## src/rtl/mvelim_pkg.sv

```systemverilog
package mvelim_pkg;
  typedef enum logic [1:0] {
    KIND_COPY  = 2'd0,
    KIND_ZERO  = 2'd1,
    KIND_PLAIN = 2'd2,
    KIND_NONE  = 2'd3
  } req_kind_e;
endpackage

```

## src/rtl/mvelim_budget.sv

```systemverilog
module mvelim_budget #(
  parameter int NUM_FILES = 3,
  parameter int FW        = 2,
  parameter int CAP_W     = 4,
  parameter logic [NUM_FILES*CAP_W-1:0] FILE_CAP = '0
) (
  input  logic          clk,
  input  logic          rst,
  input  logic          group_start,
  input  logic          commit_v,
  input  logic          elim,
  input  logic [FW-1:0] dst_file,
  output logic          at_cap
);
  localparam int FSPAN = 1 << FW;

  logic [FSPAN-1:0] cap_hit;

  for (genvar f = 0; f < FSPAN; f++) begin : g_file
    if (f < NUM_FILES) begin : g_real
      localparam logic [CAP_W-1:0] CAP_F = FILE_CAP[f*CAP_W +: CAP_W];
      logic [CAP_W-1:0] cnt_q;
      logic [CAP_W-1:0] base;
      logic             bump;

      assign base = group_start ? '0 : cnt_q;
      assign bump = commit_v && elim && (dst_file == f[FW-1:0]);
      assign cap_hit[f] = (CAP_F != '0) && (base >= CAP_F);

      always_ff @(posedge clk) begin
        if (rst) begin
          cnt_q <= '0;
        end else if (bump && (base != '1)) begin
          cnt_q <= base + {{(CAP_W-1){1'b0}}, 1'b1};
        end else begin
          cnt_q <= base;
        end
      end

      if (CAP_F != '0) begin : g_capped
        assert_cap_bound_R3: assert property (@(posedge clk) disable iff (rst)
          cnt_q <= CAP_F);
      end

      assert_group_refill_R4: assert property (@(posedge clk) disable iff (rst)
        group_start |=> (cnt_q <= {{(CAP_W-1){1'b0}}, 1'b1}));
    end else begin : g_none
      assign cap_hit[f] = 1'b1;
    end
  end

  assign at_cap = cap_hit[dst_file];
endmodule

```

## src/rtl/mvelim_decide.sv

```systemverilog
module mvelim_decide
  import mvelim_pkg::*;
#(
  parameter int NUM_FILES = 3,
  parameter int FW        = 2,
  parameter int IDW       = 4,
  parameter logic [NUM_FILES-1:0] FILE_ZERO_ONLY = '0
) (
  input  logic           clk,
  input  logic           rst,
  input  logic           req_valid,
  input  logic [1:0]     req_kind,
  input  logic [IDW-1:0] src_reg,
  input  logic [IDW-1:0] dst_reg,
  input  logic [FW-1:0]  src_file,
  input  logic [FW-1:0]  dst_file,
  input  logic           dst_wide,
  input  logic           wide_allow,
  input  logic           clears_upper,
  input  logic           at_cap,
  input  logic           src_zero,
  input  logic [IDW-1:0] src_alias,
  output logic           elim,
  output logic           zero_move,
  output logic [IDW-1:0] alias_root
);
  localparam int FSPAN = 1 << FW;

  logic [FSPAN-1:0] file_exists;
  logic [FSPAN-1:0] zero_only_tab;

  for (genvar f = 0; f < FSPAN; f++) begin : g_tab
    if (f < NUM_FILES) begin : g_real
      assign file_exists[f]   = 1'b1;
      assign zero_only_tab[f] = FILE_ZERO_ONLY[f];
    end else begin : g_none
      assign file_exists[f]   = 1'b0;
      assign zero_only_tab[f] = 1'b0;
    end
  end

  logic is_copy, file_ok, ids_ok, wide_ok, zero_ok, zero_only;

  always_comb begin
    is_copy   = req_valid && (req_kind_e'(req_kind) == KIND_COPY);
    file_ok   = (src_file == dst_file) && file_exists[dst_file];
    ids_ok    = (src_reg != '0) && (dst_reg != '0);
    wide_ok   = !dst_wide || (wide_allow && clears_upper);
    zero_only = zero_only_tab[dst_file];
    zero_ok   = !zero_only || src_zero;
    elim      = is_copy && file_ok && ids_ok && wide_ok && zero_ok && !at_cap;
    zero_move = elim && src_zero;
    alias_root = (src_alias != '0) ? src_alias : src_reg;
  end

  assert_same_file_R1: assert property (@(posedge clk) disable iff (rst)
    elim |-> (src_file == dst_file));
  assert_wide_gate_R2: assert property (@(posedge clk) disable iff (rst)
    (elim && dst_wide) |-> (wide_allow && clears_upper));
  assert_zero_only_R5: assert property (@(posedge clk) disable iff (rst)
    (elim && zero_only) |-> src_zero);
  assert_zero_flag_R7: assert property (@(posedge clk) disable iff (rst)
    zero_move |-> elim);
  assert_no_reg0_R10: assert property (@(posedge clk) disable iff (rst)
    elim |-> (src_reg != '0 && dst_reg != '0));
endmodule

```

## src/rtl/mvelim_regstate.sv

```systemverilog
module mvelim_regstate
  import mvelim_pkg::*;
#(
  parameter int NUM_REGS = 16,
  parameter int IDW      = 4
) (
  input  logic           clk,
  input  logic           rst,
  input  logic           commit_v,
  input  logic [1:0]     req_kind,
  input  logic [IDW-1:0] src_reg,
  input  logic [IDW-1:0] dst_reg,
  input  logic           elim,
  input  logic           zero_move,
  input  logic [IDW-1:0] alias_root,
  output logic           src_zero,
  output logic [IDW-1:0] src_alias
);
  logic [IDW-1:0]      alias_q [NUM_REGS];
  logic [NUM_REGS-1:0] zero_q;

  logic           wr_en;
  logic [IDW-1:0] wr_alias;
  logic           wr_zero;

  always_comb begin
    wr_en    = commit_v && (dst_reg != '0) && (req_kind_e'(req_kind) != KIND_NONE);
    wr_alias = '0;
    wr_zero  = 1'b0;
    if (elim) begin
      wr_alias = alias_root;
      wr_zero  = zero_move;
    end else if (req_kind_e'(req_kind) == KIND_ZERO) begin
      wr_zero  = 1'b1;
    end
  end

  assign src_zero  = zero_q[src_reg];
  assign src_alias = alias_q[src_reg];

  always_ff @(posedge clk) begin
    if (rst) begin
      for (int r = 0; r < NUM_REGS; r++) alias_q[r] <= '0;
      zero_q <= '0;
    end else if (wr_en) begin
      alias_q[dst_reg] <= wr_alias;
      zero_q[dst_reg]  <= wr_zero;
    end
  end

  assert_alias_root_R6: assert property (@(posedge clk) disable iff (rst)
    (commit_v && elim) |=> (alias_q[$past(dst_reg)] == $past(alias_root)));
  assert_plain_unalias_R8: assert property (@(posedge clk) disable iff (rst)
    (commit_v && !elim && dst_reg != '0 && req_kind_e'(req_kind) != KIND_NONE)
      |=> (alias_q[$past(dst_reg)] == '0));
  assert_zero_set_R9: assert property (@(posedge clk) disable iff (rst)
    (commit_v && dst_reg != '0 && req_kind_e'(req_kind) == KIND_ZERO)
      |=> zero_q[$past(dst_reg)]);
  assert_hold_state_R11: assert property (@(posedge clk) disable iff (rst)
    !commit_v |=> $stable(zero_q));
endmodule

```

## src/rtl/mvelim_gate.sv

```systemverilog
module mvelim_gate
  import mvelim_pkg::*;
#(
  parameter int NUM_REGS  = 16,
  parameter int NUM_FILES = 3,
  parameter int CAP_W     = 4,
  parameter logic [NUM_FILES*CAP_W-1:0] FILE_CAP = {4'd1, 4'd0, 4'd2},
  parameter logic [NUM_FILES-1:0] FILE_ZERO_ONLY = 3'b100,
  localparam int IDW = $clog2(NUM_REGS),
  localparam int FW  = (NUM_FILES > 1) ? $clog2(NUM_FILES) : 1
) (
  input  logic           clk,
  input  logic           rst,
  input  logic           group_start,
  input  logic           req_valid,
  input  logic           req_commit,
  input  logic [1:0]     req_kind,
  input  logic [IDW-1:0] src_reg,
  input  logic [IDW-1:0] dst_reg,
  input  logic [FW-1:0]  src_file,
  input  logic [FW-1:0]  dst_file,
  input  logic           dst_wide,
  input  logic           wide_allow,
  input  logic           clears_upper,
  output logic           elim,
  output logic           zero_move,
  output logic [IDW-1:0] alias_root
);
  logic           commit_v;
  logic           at_cap;
  logic           src_zero;
  logic [IDW-1:0] src_alias;

  assign commit_v = req_valid && req_commit;

  mvelim_budget #(
    .NUM_FILES(NUM_FILES), .FW(FW), .CAP_W(CAP_W), .FILE_CAP(FILE_CAP)
  ) u_budget (
    .clk(clk), .rst(rst), .group_start(group_start), .commit_v(commit_v),
    .elim(elim), .dst_file(dst_file), .at_cap(at_cap)
  );

  mvelim_decide #(
    .NUM_FILES(NUM_FILES), .FW(FW), .IDW(IDW), .FILE_ZERO_ONLY(FILE_ZERO_ONLY)
  ) u_decide (
    .clk(clk), .rst(rst), .req_valid(req_valid), .req_kind(req_kind),
    .src_reg(src_reg), .dst_reg(dst_reg), .src_file(src_file),
    .dst_file(dst_file), .dst_wide(dst_wide), .wide_allow(wide_allow),
    .clears_upper(clears_upper), .at_cap(at_cap), .src_zero(src_zero),
    .src_alias(src_alias), .elim(elim), .zero_move(zero_move),
    .alias_root(alias_root)
  );

  mvelim_regstate #(
    .NUM_REGS(NUM_REGS), .IDW(IDW)
  ) u_regstate (
    .clk(clk), .rst(rst), .commit_v(commit_v), .req_kind(req_kind),
    .src_reg(src_reg), .dst_reg(dst_reg), .elim(elim),
    .zero_move(zero_move), .alias_root(alias_root), .src_zero(src_zero),
    .src_alias(src_alias)
  );
endmodule

```

## config.mk

```make
export PLATFORM = sky130hd
export DESIGN_NAME = mvelim_gate
export DESIGN_NICKNAME = d
export VERILOG_FILES = /design/src/rtl/mvelim_pkg.sv /design/src/rtl/mvelim_budget.sv /design/src/rtl/mvelim_decide.sv /design/src/rtl/mvelim_regstate.sv /design/src/rtl/mvelim_gate.sv
export SDC_FILE = /design/constraint.sdc
export NUM_CORES = 1
export LEC_CHECK = 0
export BUFFER_PORTS_ARGS = -buffer_cell sky130_fd_sc_hd__buf_2
export CAP_MARGIN = 20
export CORE_MARGIN = 2
export CORE_UTILIZATION = 30
export CTS_CLUSTER_DIAMETER = 50
export DETAILED_ROUTE_END_ITERATION = 8
export GPL_ROUTABILITY_DRIVEN = 0
export PLACE_DENSITY = 0.45
export RECOVER_POWER = 50
export SLEW_MARGIN = 20
export SYNTH_ARGS = -nofsm -noshare
export SYNTH_HDL_FRONTEND = slang
export SYNTH_SLANG_ARGS = --single-unit
```

## constraint.sdc

```tcl
create_clock -name clk -period 2.9 [get_ports clk]
set_clock_uncertainty 0.05 [all_clocks]
set_input_delay 0.145 -clock clk [delete_from_list [all_inputs] [get_ports clk]]
set_output_delay 0.145 -clock clk [all_outputs]
set_load 0.005 [all_outputs]
```

==> impl_metrics.csv, run 1 <==
group,metric,value,unit
worst_setup_path,path_class,"reg -> reg",
worst_setup_path,crit_arrival,2.80,ns
drt,firstDrtPassIters,4,
sta,tns,0,ns
drt,vias,3213,
die,rows,45,
hold_path,hold_class,"in -> reg",
sta,slew_violations,0,
synthesis,synth_area_leaders,"edfxtp_1, dfxtp_1, nor2_1",
finish,nets,463,
synthesis,synth_largest_area_cell,"edfxtp_1",
die,core,15090,µm²
global_routing,grt_pass1_vias,3254,
clock_network,clkTransAtPathRegs,0.06,ns
synthesis,ys_warn_count,0,
synthesis,synth_top_area_share,41.77,%
worst_setup_path,path_cells,"nor2b_1 -> ha_1 -> or4_1 -> a21oi_1 -> o21ai_1 -> nor2_1 -> nand3_2 -> nor3_1",
clock_network,clock_sinks,88,
global_routing,track_usage,15.63,%
die,die_area,16340,µm²
clock_network,cts_setup_buffers,0,
drt,drt_iter0_drc,142,
drt,route.detailed.drc,0,
power,p_per_area,534.6,nW/µm²
worst_setup_path,crit_family,"simple AND/OR/NAND/NOR gates",
power,total_power,2.761,mW
finish,stdcell_count,632,
sta,setup_viol,0,
synthesis,ys_seq_area_share,52.22,%
sta,finalCritPeriodShare,92.14,%
clock_network,cts_tree,"built",
power,irDropWorstVdd,0.0002002,V
worst_setup_path,start_kind,"flip-flop",
finish,areaGrowthSynthToFinish,12.27,%
drt,ant_nets,0,
run_status,status,"complete, no violations",
die,fp.dieW,127.8,µm
worst_setup_path,critPathMaxStageDelay,0.41,ns
synthesis,synthesis.area,4601,µm²
clock_network,cts.path.max_buffers,2,
finish,antennaDiodeCount,0,
place,dp_cells,616,
clock_network,cts_buffers,9,
worst_setup_path,reg2reg_slack,0.23,ns
sta,worst_pin_slew,1.338,ns
synthesis,syn_area_per_cell,11.36,µm²
finish,drive_above_1_share,18.47,%
global_routing,grt_first_pass_wirelength,18.66,mm
sta,min_period,2.672,ns
sta,fmax,374.3,MHz
global_routing,grt_max_degree,31,
synthesis,ys_ff_latch,88,
drt,vias_per_cell,5.084,
job,maxCapViolCount,0,
place,port_buffers,27,
worst_setup_path,crit_path_end_kind,"flip-flop",
drt,wire_per_inst,19.26,µm
synthesis,synth_edf_count,64,
sta,timing.slew.headroom,10.78,%
place,dpl.hpwl,9.264,mm
worst_setup_path,critPathMaxFanout,12,
clock_network,cts_root_buffer,"clkbuf_16",
drt,wl,12.18,mm
synthesis,yosysUniqueCellTypes,61,
sta,rsz0062_at_grt,"no",
worst_setup_path,slowest_stage,"or4_1",
synthesis,synthArstFlopShare,0,%
global_routing,grt-ovfl-total,0,
die,ios,28,
clock_network,clkLatencyLatePin,0.35,ns
power,power.leakage,1.951,nW
synthesis,synthCells,405,
die,die_h,127.8,µm
global_routing,antenna_found_initial,0,
die,start_util,30.49,%
synthesis,ys.flop_type,"edfxtp_1",
worst_setup_path,critPathBufInv,0,
clock_network,cts_max_level,3,
worst_setup_path,required,3.03,ns
sta,hold_viol,0,
==> power by group <==
part	internal, mW	switching, mW	leakage (nW)
Clock	0.575	0.467	0.124
Sequential	1.38	0.0104	0.853
Combinational	0.116	0.211	0.974
==> flip-flops by register name, indices dropped and copies added (netlist names) <==
signal and flops:
u_regstate.alias_q 64, u_regstate.zero_q 16, u_budget.g_file.g_real.cnt_q 8
==> Yosys cell counts (2+ instances only) <==
master and count:
nor3_4 2, nor3_1 14, buf_8 2, a31o_2 5, nor4_1 4, mux4_1 5, and2b_1 3, nand3_1 6
ha_1 2, mux2i_1 24, a22oi_1 8, and3_1 2, o22ai_1 14, nor4_2 3, dfxtp_1 24, a21oi_1 7
nand4_1 3, a22o_1 2, nor2b_1 7, mux2_2 7, clkbuf_1 5, nand2b_1 5, buf_2 2, mux4_2 4
buf_6 7, and2_1 10, edfxtp_1 64, o21ai_0 4, nand2_1 29, a211oi_1 5, inv_1 20, a21o_1 11
nor2_1 67
==> kinds of logic after synthesis <==
group,synth area share [%]
flops,52.22
buf+inv,5.385
compound gates,11.91
fa+ha+maj,0.5438
other cells,0.08151
simple gates,17.92
xor+xnor,0.1904
mux,11.75
==> worst register-to-register path: cells and delay by family, from the launching register on <==
family / cells / cell delay, ns
simple gates: 5 / 1.49
compound gates: 2 / 0.43
flops: 1 / 0.30
fa+ha+maj: 1 / 0.22
==> path summary, 6_finish.rpt <==
check | start | end | cells after the start
setup reg to reg | u_budget.g_file[0].g_real.cnt_q[1] | u_regstate.alias_q[4][0] | 8
hold / removal | group_start | u_budget.g_file[0].g_real.cnt_q[2] | 3
setup / recovery | u_budget.g_file[0].g_real.cnt_q[1] | u_regstate.alias_q[4][0] | 8
hold reg to reg | u_budget.g_file[2].g_real.cnt_q[3] | u_budget.g_file[2].g_real.cnt_q[3] | 1
==> final cells by class <==
class / count / area [µm²]
clock buffers: 12 / 236.5
clock inverters: 4 / 21.27
fillers: 1551 / 9925
inverters: 21 / 78.83
multi-input cells: 280 / 1967
flip-flops and latches: 88 / 2402
well taps: 188 / 235.2
repair buffers: 39 / 224.0
==> cells in the final DEF (no fill, tap or decap), drive strengths merged, types with 2 or more instances in the layout <==
cell	n
nor2	68
edfxtp	64
buf	38
nand2	29
mux2i	24
dfxtp	24
inv	21
nor3	16
o22ai	14
clkbuf	13
a21o	11
and2	11
mux4	9
a22oi	8
nor2b	8
mux2	7
a21oi	7
nand3	7
nor4	7
nand2b	5
a211oi	5
o21ai	5
a31o	5
conb	4
and2b	3
nand4	3
clkinv	3
a22o	2
and3	2
ha	2
==> what timing repair did <==
item,CTS,global route
hold buffers,0,0
resized for setup,0,1
endpoints found under the setup margin,0,8
==> metrics by stage <==
stage	setup WS, ns	instance area, µm²	util [%]	hold WS [ns]
after floorplan	0.7375	4612	-	0.2724
after global placement	0.2150	4903	32.50	0.3956
after detailed placement	0.1707	4903	32.50	0.3961
after CTS	0.1269	5161	34.20	0.08993
after global routing	0.03986	5165	34.23	0.1198
final	0.2280	5165	34.23	0.09863
==> per-layer routing <==
| metal | wire [µm] | up-vias | track usage, % |
|---|---|---|---|
| met5 | 0 | - | 0 |
| met4 | 235 | 0 | 6.012 |
| met3 | 590 | 15 | 3.130 |
| met2 | 5736 | 70 | 25.48 |
| met1 | 5613 | 1571 | 20.55 |
| li1 | - | 1557 | - |
Note: power is estimated with default switching activity, not from simulation.
==> inputs of run 2 (changes only) <==
--- a/config.mk
+++ b/config.mk
@@ -7,7 +7,7 @@
 export LEC_CHECK = 0
 export BUFFER_PORTS_ARGS = -buffer_cell sky130_fd_sc_hd__buf_2
 export CAP_MARGIN = 20
-export CORE_MARGIN = 2
+export CORE_MARGIN = 5
 export CORE_UTILIZATION = 30
 export CTS_CLUSTER_DIAMETER = 50
 export DETAILED_ROUTE_END_ITERATION = 8
==> impl_metrics.csv, run 2 (synthesis gave the netlist of run 1 again) <==
group,metric,value,unit
clock_network,clock_sinks,88,
hold_path,hold_class,"in -> reg",
finish,utilization,34.49,%
sta,rsz0062_at_grt,"no",
place,dp_cells,616,
place,dpl.hpwl,9.499,mm
global_routing,antenna_found_initial,0,
clock_network,clkTransAtPathRegs,0.07,ns
global_routing,grt-ovfl-total,0,
global_routing,track_usage,14.58,%
die,die_area,17910,µm²
sta,setup_viol,0,
worst_setup_path,critPathMaxFanout,8,
finish,finalInstanceArea,5224,µm²
worst_setup_path,path_class,"reg -> out",
drt,route.detailed.drc,0,
place,port_buffers,27,
drt,vias,3266,
finish,final_cell_mix,"nor2_1, edfxtp_1, nand2_1",
clock_network,cts_tree,"built",
sta,hold_viol,0,
finish,top_register,"u_regstate.alias_q",
drt,vias_per_cell,5.168,
clock_network,clkLatencyLatePin,0.35,ns
drt,firstDrtPassIters,4,
clock_network,cts_max_level,3,
die,rows,45,
die,start_util,30.38,%
clock_network,cts_root_buffer,"clkbuf_16",
finish,drive_above_1_share,19.37,%
finish,mostFrequentLayoutCell,"nor2_1",
worst_setup_path,required,2.71,ns
finish,antennaDiodeCount,0,
worst_setup_path,crit_path_end_kind,"output port",
finish,stdcell_count,632,
drt,drt_iter0_drc,349,
sta,worst_pin_slew,1.478,ns
drt,ant_nets,0,
drt,wl,12.52,mm
finish,areaGrowthSynthToFinish,13.54,%
finish,largest_reg_flops,64,
die,fp.dieW,133.8,µm
die,core,15150,µm²
sta,timing.slew.headroom,1.459,%
die,die_h,133.8,µm
finish,top_regs,"u_regstate.alias_q x64, u_regstate.zero_q x16, u_budget.g_file.g_real.cnt_q x8",
power,p_per_area,559.4,nW/µm²
drt,wire_per_inst,19.81,µm
clock_network,cts_buffers,9,
sta,slew_violations,0,
worst_setup_path,crit_arrival,2.51,ns
sta,finalCritPeriodShare,93.40,%
global_routing,grt_pass1_vias,3322,
die,ios,28,
power,irDropWorstVdd,0.0002418,V
clock_network,cts.path.max_buffers,2,
finish,nets,463,
sta,fmax,369.2,MHz
run_status,status,"complete, no violations",
clock_network,cts_setup_buffers,0,
sta,tns,0,ns
global_routing,grt_first_pass_wirelength,19.40,mm
power,power.leakage,1.974,nW
global_routing,grt_max_degree,34,
sta,min_period,2.709,ns
job,maxCapViolCount,0,
worst_setup_path,start_kind,"flip-flop",
sta,whs,0.08666,ns
place,dpl_cell_area,4916,µm²
## run 2: changes by cell type in the layout (fill, tap and decap cells not counted), sizes merged
cell,change
inv,+2
clkbuf,-3
clkinv,-1
clkinvlp,+1
bufinv,+1
## run 2: per-stage QoR
| stage | total power [mW] | worst slack (ns) |
|---|---|---|
| after global routing | 3.030 | 0.07388 |
| after global placement | 1.752 | 0.2304 |
| after CTS | 2.951 | 0.1360 |
| after floorplan | 1.645 | 0.7375 |
| after detailed placement | 1.755 | 0.2157 |
| final | 2.922 | 0.1913 |
## run 2: routing by layer
layer | GRT usage (%) | wire (µm) | part of all wire, % | vias to the layer above
met4 | 3.886 | 182 | 1.5 | 0
met1 | 19.47 | 5632 | 45 | 1598
li1 | - | - | - | 1556
met3 | 3.751 | 719 | 5.7 | 10
met2 | 23.61 | 5986 | 48 | 102
met5 | 0 | 0 | 0 | -
## run 2: path summary, 6_finish.rpt
kind                                      startpoint                                 end  slack [ns]  cells after the start
setup / recovery            u_regstate.alias_q[4][1]                       alias_root[2]        0.19                      8
hold / removal                           group_start  u_budget.g_file[0].g_real.cnt_q[2]        0.09                      3
setup reg to reg  u_budget.g_file[0].g_real.cnt_q[1]            u_regstate.alias_q[4][0]        0.27                      8
hold reg to reg   u_budget.g_file[0].g_real.cnt_q[2]  u_budget.g_file[0].g_real.cnt_q[2]        0.41                      2
## run 2: critical path, stage by stage, from the launching register on
cell and delay (ns):
edfxtp_1 0.40, mux4_1 0.50, mux2_2 0.29, a211oi_1 0.31, a32o_2 0.25, a31oi_2 0.05, buf_4 0.19, inv_1 0.06
buf_2 0.11
## run 2: area by class of cell
type / count / area [µm²]
tap: 188 / 235.2
sequential: 88 / 2402
timing repair buffer: 39 / 236.5
fill: 1504 / 9922
multi-input combinational: 280 / 1967
inverter: 21 / 78.83
clock buffer: 9 / 225.2
clock inverter: 7 / 78.83
## run 2: timing repair
action	in CTS	in global routing
gates resized for setup	0	1
hold endpoints to repair	0	0
setup endpoints to repair	0	1
hold buffers	0	0
## run 2: power by group
group	total [mW]	internal (mW)	switching (mW)	leakage [nW]
Sequential	1.39	1.38	0.0100	0.853
Clock	1.20	0.676	0.519	0.144
Combinational	0.336	0.122	0.213	0.977
Total	2.92	2.18	0.743	1.97
